### src/rtl/credit_irq_pkg.sv
package credit_irq_pkg;
  typedef enum logic {
    MASK_OPEN = 1'b0,
    MASK_HELD = 1'b1
  } mask_state_e;
endpackage

### src/rtl/credit_cnt.sv
module credit_cnt #(
  parameter int CNT_W = 16
) (
  input  logic             clk_i,
  input  logic             rst_ni,
  input  logic             cmpl_i,
  input  logic             ret_valid_i,
  input  logic [CNT_W-1:0] ret_count_i,
  output logic [CNT_W-1:0] cnt_o,
  output logic [CNT_W-1:0] cnt_next_o,
  output logic             err_o
);
  localparam int WW = CNT_W + 2;
  localparam logic [CNT_W-1:0] MAX_CNT = {CNT_W{1'b1}};

  logic [CNT_W-1:0] cnt_q;
  logic             err_q;
  logic [WW-1:0]    wide;
  logic             under;

  always_comb begin
    wide = {2'b00, cnt_q} + WW'(cmpl_i)
         - (ret_valid_i ? {2'b00, ret_count_i} : '0);
    under = wide[WW-1];
    if (under)            cnt_next_o = '0;
    else if (wide[CNT_W]) cnt_next_o = MAX_CNT;
    else                  cnt_next_o = wide[CNT_W-1:0];
  end

  always_ff @(posedge clk_i or negedge rst_ni) begin
    if (!rst_ni) begin
      cnt_q <= '0;
      err_q <= 1'b0;
    end else begin
      cnt_q <= cnt_next_o;
      if (under) err_q <= 1'b1;
    end
  end

  assign cnt_o = cnt_q;
  assign err_o = err_q;


  cnt_inc_chk: assert property (@(posedge clk_i) disable iff (!rst_ni)
    (cmpl_i && !ret_valid_i && cnt_q != MAX_CNT) |=> cnt_q == $past(cnt_q) + CNT_W'(1));

  err_sticky_chk: assert property (@(posedge clk_i) disable iff (!rst_ni)
    err_q |=> err_q);

  over_ret_chk: assert property (@(posedge clk_i) disable iff (!rst_ni)
    (ret_valid_i && !cmpl_i && ret_count_i > cnt_q) |=> (cnt_q == '0 && err_q));

  sat_chk: assert property (@(posedge clk_i) disable iff (!rst_ni)
    (cmpl_i && !ret_valid_i && cnt_q == MAX_CNT) |=> cnt_q == MAX_CNT);
endmodule

### src/rtl/irq_decide.sv
module irq_decide
  import credit_irq_pkg::*;
(
  input  logic clk_i,
  input  logic rst_ni,
  input  logic cmpl_i,
  input  logic ret_valid_i,
  input  logic next_nz_i,
  output logic irq_o,
  output logic mask_o
);
  mask_state_e mask_q, mask_d;
  logic        irq_q, irq_d;

  always_comb begin
    mask_d = mask_q;
    irq_d  = 1'b0;
    if (ret_valid_i) begin
      // return decides on the resulting count
      irq_d  = next_nz_i;
      mask_d = next_nz_i ? MASK_HELD : MASK_OPEN;
    end else if (cmpl_i && mask_q == MASK_OPEN) begin
      irq_d  = 1'b1;
      mask_d = MASK_HELD;
    end
  end

  always_ff @(posedge clk_i or negedge rst_ni) begin
    if (!rst_ni) begin
      mask_q <= MASK_OPEN;
      irq_q  <= 1'b0;
    end else begin
      mask_q <= mask_d;
      irq_q  <= irq_d;
    end
  end

  assign irq_o  = irq_q;
  assign mask_o = (mask_q == MASK_HELD);


  irq_sets_mask_chk: assert property (@(posedge clk_i) disable iff (!rst_ni)
    irq_q |-> mask_q == MASK_HELD);

  held_quiet_chk: assert property (@(posedge clk_i) disable iff (!rst_ni)
    (mask_q == MASK_HELD && cmpl_i && !ret_valid_i) |=> !irq_q);

  first_fire_chk: assert property (@(posedge clk_i) disable iff (!rst_ni)
    (mask_q == MASK_OPEN && cmpl_i && !ret_valid_i) |=> irq_q);
endmodule

### src/rtl/credit_irq_mod.sv
module credit_irq_mod #(
  parameter int CNT_W = 16
) (
  input  logic             clk_i,
  input  logic             rst_ni,
  input  logic             cmpl_i,
  input  logic             ret_valid_i,
  input  logic [CNT_W-1:0] ret_count_i,
  output logic             irq_o,
  output logic [CNT_W-1:0] credits_o,
  output logic             err_o
);
  logic [CNT_W-1:0] cnt_next;
  logic             mask;

  credit_cnt #(.CNT_W(CNT_W)) u_cnt (
    .clk_i       (clk_i),
    .rst_ni      (rst_ni),
    .cmpl_i      (cmpl_i),
    .ret_valid_i (ret_valid_i),
    .ret_count_i (ret_count_i),
    .cnt_o       (credits_o),
    .cnt_next_o  (cnt_next),
    .err_o       (err_o)
  );

  irq_decide u_dec (
    .clk_i       (clk_i),
    .rst_ni      (rst_ni),
    .cmpl_i      (cmpl_i),
    .ret_valid_i (ret_valid_i),
    .next_nz_i   (cnt_next != '0),
    .irq_o       (irq_o),
    .mask_o      (mask)
  );


  open_empty_chk: assert property (@(posedge clk_i) disable iff (!rst_ni)
    !mask |-> credits_o == '0);

  zero_ret_chk: assert property (@(posedge clk_i) disable iff (!rst_ni)
    (ret_valid_i && {1'b0, ret_count_i} >= {1'b0, credits_o} + (CNT_W+1)'(cmpl_i))
      |=> (!irq_o && !mask));

  part_ret_chk: assert property (@(posedge clk_i) disable iff (!rst_ni)
    (ret_valid_i && {1'b0, ret_count_i} < {1'b0, credits_o} + (CNT_W+1)'(cmpl_i))
      |=> (irq_o && mask));
endmodule

### config.mk
export PLATFORM = sky130hd
export DESIGN_NAME = credit_irq_mod
export DESIGN_NICKNAME = d
export VERILOG_FILES = /design/src/rtl/credit_irq_pkg.sv /design/src/rtl/credit_cnt.sv /design/src/rtl/irq_decide.sv /design/src/rtl/credit_irq_mod.sv
export SDC_FILE = /design/constraint.sdc
export NUM_CORES = 1
export LEC_CHECK = 0
export BUFFER_PORTS_ARGS = -buffer_cell sky130_fd_sc_hd__clkbuf_2
export CAP_MARGIN = 20
export CORE_ASPECT_RATIO = 2
export CORE_MARGIN = 5
export CORE_UTILIZATION = 50
export DETAILED_ROUTE_END_ITERATION = 7
export PLACE_DENSITY = 0.74
export SLEW_MARGIN = 25
export SYNTH_ARGS = -nofsm -noshare
export SYNTH_HDL_FRONTEND = slang
export SYNTH_SLANG_ARGS = --single-unit
### constraint.sdc
create_clock -name clk_i -period 8.9 [get_ports clk_i]
set_input_delay 0.89 -clock clk_i [delete_from_list [all_inputs] [get_ports clk_i]]
set_output_delay 0.89 -clock clk_i [all_outputs]
set_load 0.02 [all_outputs]
==> run metrics, run 1 <==
PD cells=448 mW/mm²; CP Max Fanout=17; R2R depth=15; I/O Pins=38; fin nets=301; unrepaired setup endpoints after global routing=no; Pre-antenna DRT Iters=4; ys async rst share=100%; Hold Startpoint=u_cnt.err_o; endpoints failing setup=0; Lkg Pwr=0.999 nW; CTS H-tree lvls=1; fin crit share=49.9%; maximum clock path buffer count=2; Avg Vias per Cell=5.72; Routed WL=4940 µm; Clock Sinks=19; die footprint=0.00522 mm²; RR Startpoint=u_cnt.cnt_o[0]; EDFF count, synth=0; FF-to-FF End=u_dec.irq_o; Synth Cell Area=0.00190 mm²; Worst path slowest cell=xnor2_2; CTS tree=done; vias in the first global route=1818; Initial Util=52.2%; Setup crit start kind=primary input; share of the synthesized area in the top cell type=25.0%; area added between synthesis and finish=13.2%; initial antenna violation count=0; Syn Inst Count=228; Setup TNS=0 ns; Hold-fix buffers, CTS=0; core area=0.00365 mm²; leading cell type in the layout, fill and taps excluded=clkbuf_2; Clock Pin Slew Worst Setup and Hold Paths=0.07 ns; hold crit path type=reg -> reg; ant diodes=0; most used cell, CP=ha_1; die width=53.6 µm; WHS Endpoint=u_cnt.err_o; area of the multi-input gates=0.00136 mm²; sequential fraction of the synthesis area=25.0%; routability congestion estimate=0.856; max-slew violations=0; share of layout cells above drive strength 1=19.6%; vias=1768; post-layout min period=4.44 ns; pre-CTS setup slack=4.24 ns; Setup CP Type=in -> reg; Worst VDD drop=243 µV; Mapped Avg Cell Area=8.35 µm²; Die Ht=97.3 µm; global-route wire length before repair=7960 µm; CP endpoint kind=flip-flop; HPWL after detailed placement=4060 µm; most area-hungry cell type in the Yosys netlist=dfrtp_1; Critical Path AT=4.57 ns; Slew HR=52.7%; total CTS buffers=3; Layout Skew=0.00255 ns; most frequent cells in the layout=clkbuf_2 (37), nand2_1 (31), a21oi_1 (30), ha_1 (19), dfrtp_1 (19); Peak Freq=225 MHz; Netlist cell types=50; R2R Setup Slk=4.82 ns; total gr overflow=0; WP data required=9.02 ns; Antenna Nets Post-Route=0; worst hold path depth=1; pin count of the biggest net entering global routing=23; Fillers=384; first-iteration detailed-routing DRC count=30; number of post-CTS setup repair buffers=0; actual slew at the worst max-slew pin=0.707 ns; CTS root buffer=clkbuf_8; outcome=completed; Synth area leaders=dfrtp_1 (25%), ha_1 (12%), a21oi_1 (7.9%); Fin. Hold Viols=0; Port Buf Inserts=37; Synth Net Count=268; Resized cells post-CTS=0; Final WS setup=4.46 ns; sequential cell area=475 µm²; CP peak stage delay=0.57 ns; Residual DRC=0; Seq cells post-synth=19; GR Util All Layers=20.1%; max_cap viols=0; WL per Instance=16.0 µm; Main synth FF type=dfrtp_1; FP Rows=31; CP cell instances=clkbuf_2 > ha_1 > ha_1 > nand3_1 > nor2_2 > nand3_1 > xnor2_1 > ha_1 > a21o_1 > a31o_1 > a221oi_2 > o31ai_4 > xnor2_2 > nand4_1 > and4b_1 > a31oi_1; worst skew pair latency=0.26 ns; synth warn=0
-- layout make-up --
class	count	area share (%)
Sequential cell	19	22.1
Clock buffer	4	2.09
Timing Repair Buffer	37	8.59
Multi-Input combinational cell	193	63.2
Tap cell	49	2.84
Inverter	7	1.22
-- metrics by stage --
step                      power, mW  area [µm²]  hold WS (ns)  std cells  util (%)
after CTS                     0.962        2160         0.472        309      59.1
after global placement        0.899        2110         0.452        305      57.9
final                         0.966        2160         0.469        309      59.1
after floorplan               0.721        1900         0.552        228         -
after global routing           1.05        2160         0.504        309      59.1
after detailed placement      0.899        2110         0.456        305      57.9
-- power breakdown --
part | switching, mW | total [mW] | internal (mW)
logic | 0.456 | 0.729 | 0.273
clock network | 0.0276 | 0.0594 | 0.0318
registers | 0.0457 | 0.178 | 0.132
-- cell usage after synthesis, types with 4 or more instances --
cell     instances
nand2_1         31
a21oi_1         30
dfrtp_1         19
ha_1            19
xor2_1          14
xnor2_1         12
nand3_1         10
nor2_1           8
and3_1           7
inv_1            7
buf_2            5
nand4_1          4
nor2b_1          4
o21ai_1          4
-- sequential cells by signal, summed over array words and instances (netlist names) --
register      count
u_cnt.cnt_o      16
u_dec.mask_o      1
u_cnt.err_o       1
u_dec.irq_o       1
-- worst max path at each step --
| stage | start | to | slack [ns] | cells past startpoint |
|---|---|---|---|---|
| 2_1_floorplan | cmpl_i | u_dec.irq_o | 5.08 | 15 |
| 3_3_place_gp | cmpl_i | u_dec.irq_o | 4.37 | 16 |
| 3_5_place_dp | cmpl_i | u_dec.irq_o | 4.24 | 16 |
| 4_1_cts | cmpl_i | u_dec.irq_o | 4.48 | 16 |
| 5_1_grt | cmpl_i | u_dec.irq_o | 4.16 | 16 |
| 6_report | cmpl_i | u_dec.irq_o | 4.46 | 16 |
-- worst max-delay path: cells and delay by family --
family                   cells  cell delay (ns)
AO/OA/AOI/OAI                5             1.01
AND/OR/NAND/NOR              5             1.07
buffers and inverters        1             0.12
XOR/XNOR                     2             0.71
adder cells (fa/ha/maj)      3             0.77
-- metal layers --
layer,vias to the layer above,global-route usage [%],wire (µm)
met5,-,0,0
met4,0,10.6,218
met3,17,1.69,166
met2,49,36.0,2690
met1,808,21.8,1870
li1,894,-,-
-- cell families (layout without fill, tap and decap cells) --
group	count (synthesis)	count (layout)	synth area share, %
simple gates	82	82	21.9
buf+inv	16	48	3.48
flops	19	19	25.0
compound gates	64	64	23.3
fa+ha+maj	20	20	13.5
xor+xnor	27	27	12.8
Power figures use the tool's default switching activity.
==> run 2, diff against run 1 <==
clock period = 4.6 ns   (was 8.9 ns; I/O delays follow)
==> run metrics, run 2 (synthesis results as in run 1) <==
outcome=completed; number of post-CTS setup repair buffers=0 (unchanged); die footprint=0.00522 mm² (unchanged); Resized cells post-CTS=0 (unchanged); initial antenna violation count=0 (unchanged); FP Rows=31 (unchanged); total CTS buffers=3 (unchanged); Residual DRC=0 (unchanged); Critical Path AT=3.73 ns (-0.84 ns); post-layout min period=3.60 ns; vias=1847 (+4.5%); routability congestion estimate=0.895 (+4.6%); Layout Skew=0.00234 ns (-0.000215 ns); HPWL after detailed placement=4310 µm (+6.1%); Worst path slowest cell=ha_1; ant diodes=0 (unchanged); Antenna Nets Post-Route=0 (unchanged); CP endpoint kind=flip-flop; core area=0.00365 mm² (unchanged); Peak Freq=278 MHz; critical path buffer and inverter count=0 (-1); hold crit path type=in -> async; Setup TNS=0 ns (unchanged); unrepaired setup endpoints after global routing=no; actual slew at the worst max-slew pin=0.481 ns (-0.226 ns); Crit. path cell count=15 (-1); pin count of the biggest net entering global routing=23 (unchanged); Lkg Pwr=1.01 nW (+0.96%); Initial Util=52.2% (unchanged); fin util=59.5% (+0.41 points); CP peak stage delay=0.43 ns (-0.14 ns); CTS tree=done; die width=53.6 µm (unchanged); fin nets=303 (+0.66%); worst skew pair latency=0.26 ns (about the same); Die Ht=97.3 µm (unchanged); global-route wire length before repair=8490 µm (+6.7%); sequential cell area=475 µm² (unchanged); max-slew violations=0 (unchanged); vias in the first global route=1886 (+3.7%); GR Util All Layers=21.8% (+1.7 points); area added between synthesis and finish=14.0%; Hold-fix buffers, CTS=0 (unchanged); most used cell, CP=ha_1; Clock Sinks=19 (unchanged); WP data required=4.73 ns (-4.29 ns); Routed WL=5280 µm (+6.8%); CP cell instances=ha_1 > ha_1 > nand3_1 > nor2_2 > nand3_1 > xnor2_1 > ha_1 > a21o_1 > a31o_1 > a221oi_2 > o31ai_4 > xnor2_2 > nand4_1 > and4b_1 > a31oi_1; R2R Setup Slk=1.0 ns (-3.82 ns); CP Max Fanout=12 (-5); Port Buf Inserts=37 (unchanged); Avg Vias per Cell=5.94 (+3.8%); total gr overflow=0 (unchanged); Worst VDD drop=467 µV (+92%); max reg flops=16 (unchanged); R2R depth=15 (unchanged); Slew HR=67.9% (+15 points); WL per Instance=17.0 µm (+6.1%); total power=1.90 mW (+97%); maximum clock path buffer count=2 (unchanged); fin crit share=78.3%; CTS H-tree lvls=1 (unchanged); Pre-antenna DRT Iters=5 (+1); first-iteration detailed-routing DRC count=56 (+87%); endpoints failing setup=0 (unchanged); Fillers=382 (-0.52%); Clock Pin Slew Worst Setup and Hold Paths=0.07 ns (about the same); max_cap viols=0 (unchanged); area of the multi-input gates=0.00136 mm² (unchanged); Setup crit start kind=flip-flop; Setup CP Type=reg -> reg; I/O Pins=38 (unchanged); leading cell type in the layout, fill and taps excluded=clkbuf_2; PD cells=876 mW/mm² (+96%); Fin. Hold Viols=0 (unchanged); most frequent cells in the layout=clkbuf_2 (37), nand2_1 (31), a21oi_1 (30), ha_1 (19), dfrtp_1 (19); share of layout cells above drive strength 1=20.2% (+0.61 points); CTS root buffer=clkbuf_8; crit-path leading delay family=compound AO/OA/AOI/OAI gates
==> run 2: cell types whose count changed in the layout (fill, tap and decap cells not counted) <==
cell | before | now
buf_4 | 0 | 2
==> run 2: area by class of cell <==
| type | count | area share, % |
|---|---|---|
| inverter | 7 | 1.21 |
| sequential | 19 | 21.9 |
| timing repair buffer | 39 | 9.22 |
| clock buffer | 4 | 2.07 |
| multi-input combinational | 193 | 62.8 |
| tap | 49 | 2.82 |
==> run 2: final timing paths <==
| path | startpoint | end |
|---|---|---|
| max | u_cnt.cnt_o[0] | u_dec.irq_o |
| min | rst_ni | u_cnt.cnt_o[14] |
| max reg2reg | u_cnt.cnt_o[0] | u_dec.irq_o |
| min reg2reg | u_cnt.err_o | u_cnt.err_o |
| max in group asynchronous | rst_ni | u_cnt.cnt_o[9] |
| min in group clk_i | u_cnt.err_o | u_cnt.err_o |
==> run 2: worst register-to-register path: cells and delay by family, from the launching register on <==
kind	cells	cell delay, ns
AO/OA/AOI/OAI	5	1.03
XOR/XNOR	2	0.30
adder cells (fa/ha/maj)	3	0.77
flip-flops	1	0.37
AND/OR/NAND/NOR	5	0.99
==> run 2: metal layers <==
metal / wire, µm / global-route usage, %
met1: 1870 / 21.8
met3: 226 / 3.53
met5: 0 / 0
met2: 2840 / 38.1
met4: 340 / 14.6
==> run 2: report_power, final <==
group / switching (mW) / internal (mW)
combinational: 0.894 / 0.547
sequential: 0.0909 / 0.255
clock: 0.0546 / 0.0617
total: 1.04 / 0.863
==> run 2: metrics by stage <==
step | hold slack (ns) | std cells | setup slack [ns] | instance area (µm²)
global route | 0.172 | 311 | 0.721 | 2170
floorplan | 0.164 | 228 | 1.16 | 1900
global placement | 0.423 | 307 | 0.923 | 2130
CTS | 0.151 | 311 | 1.01 | 2170
finish | 0.137 | 311 | 0.999 | 2170
detailed placement | 0.429 | 307 | 0.826 | 2130
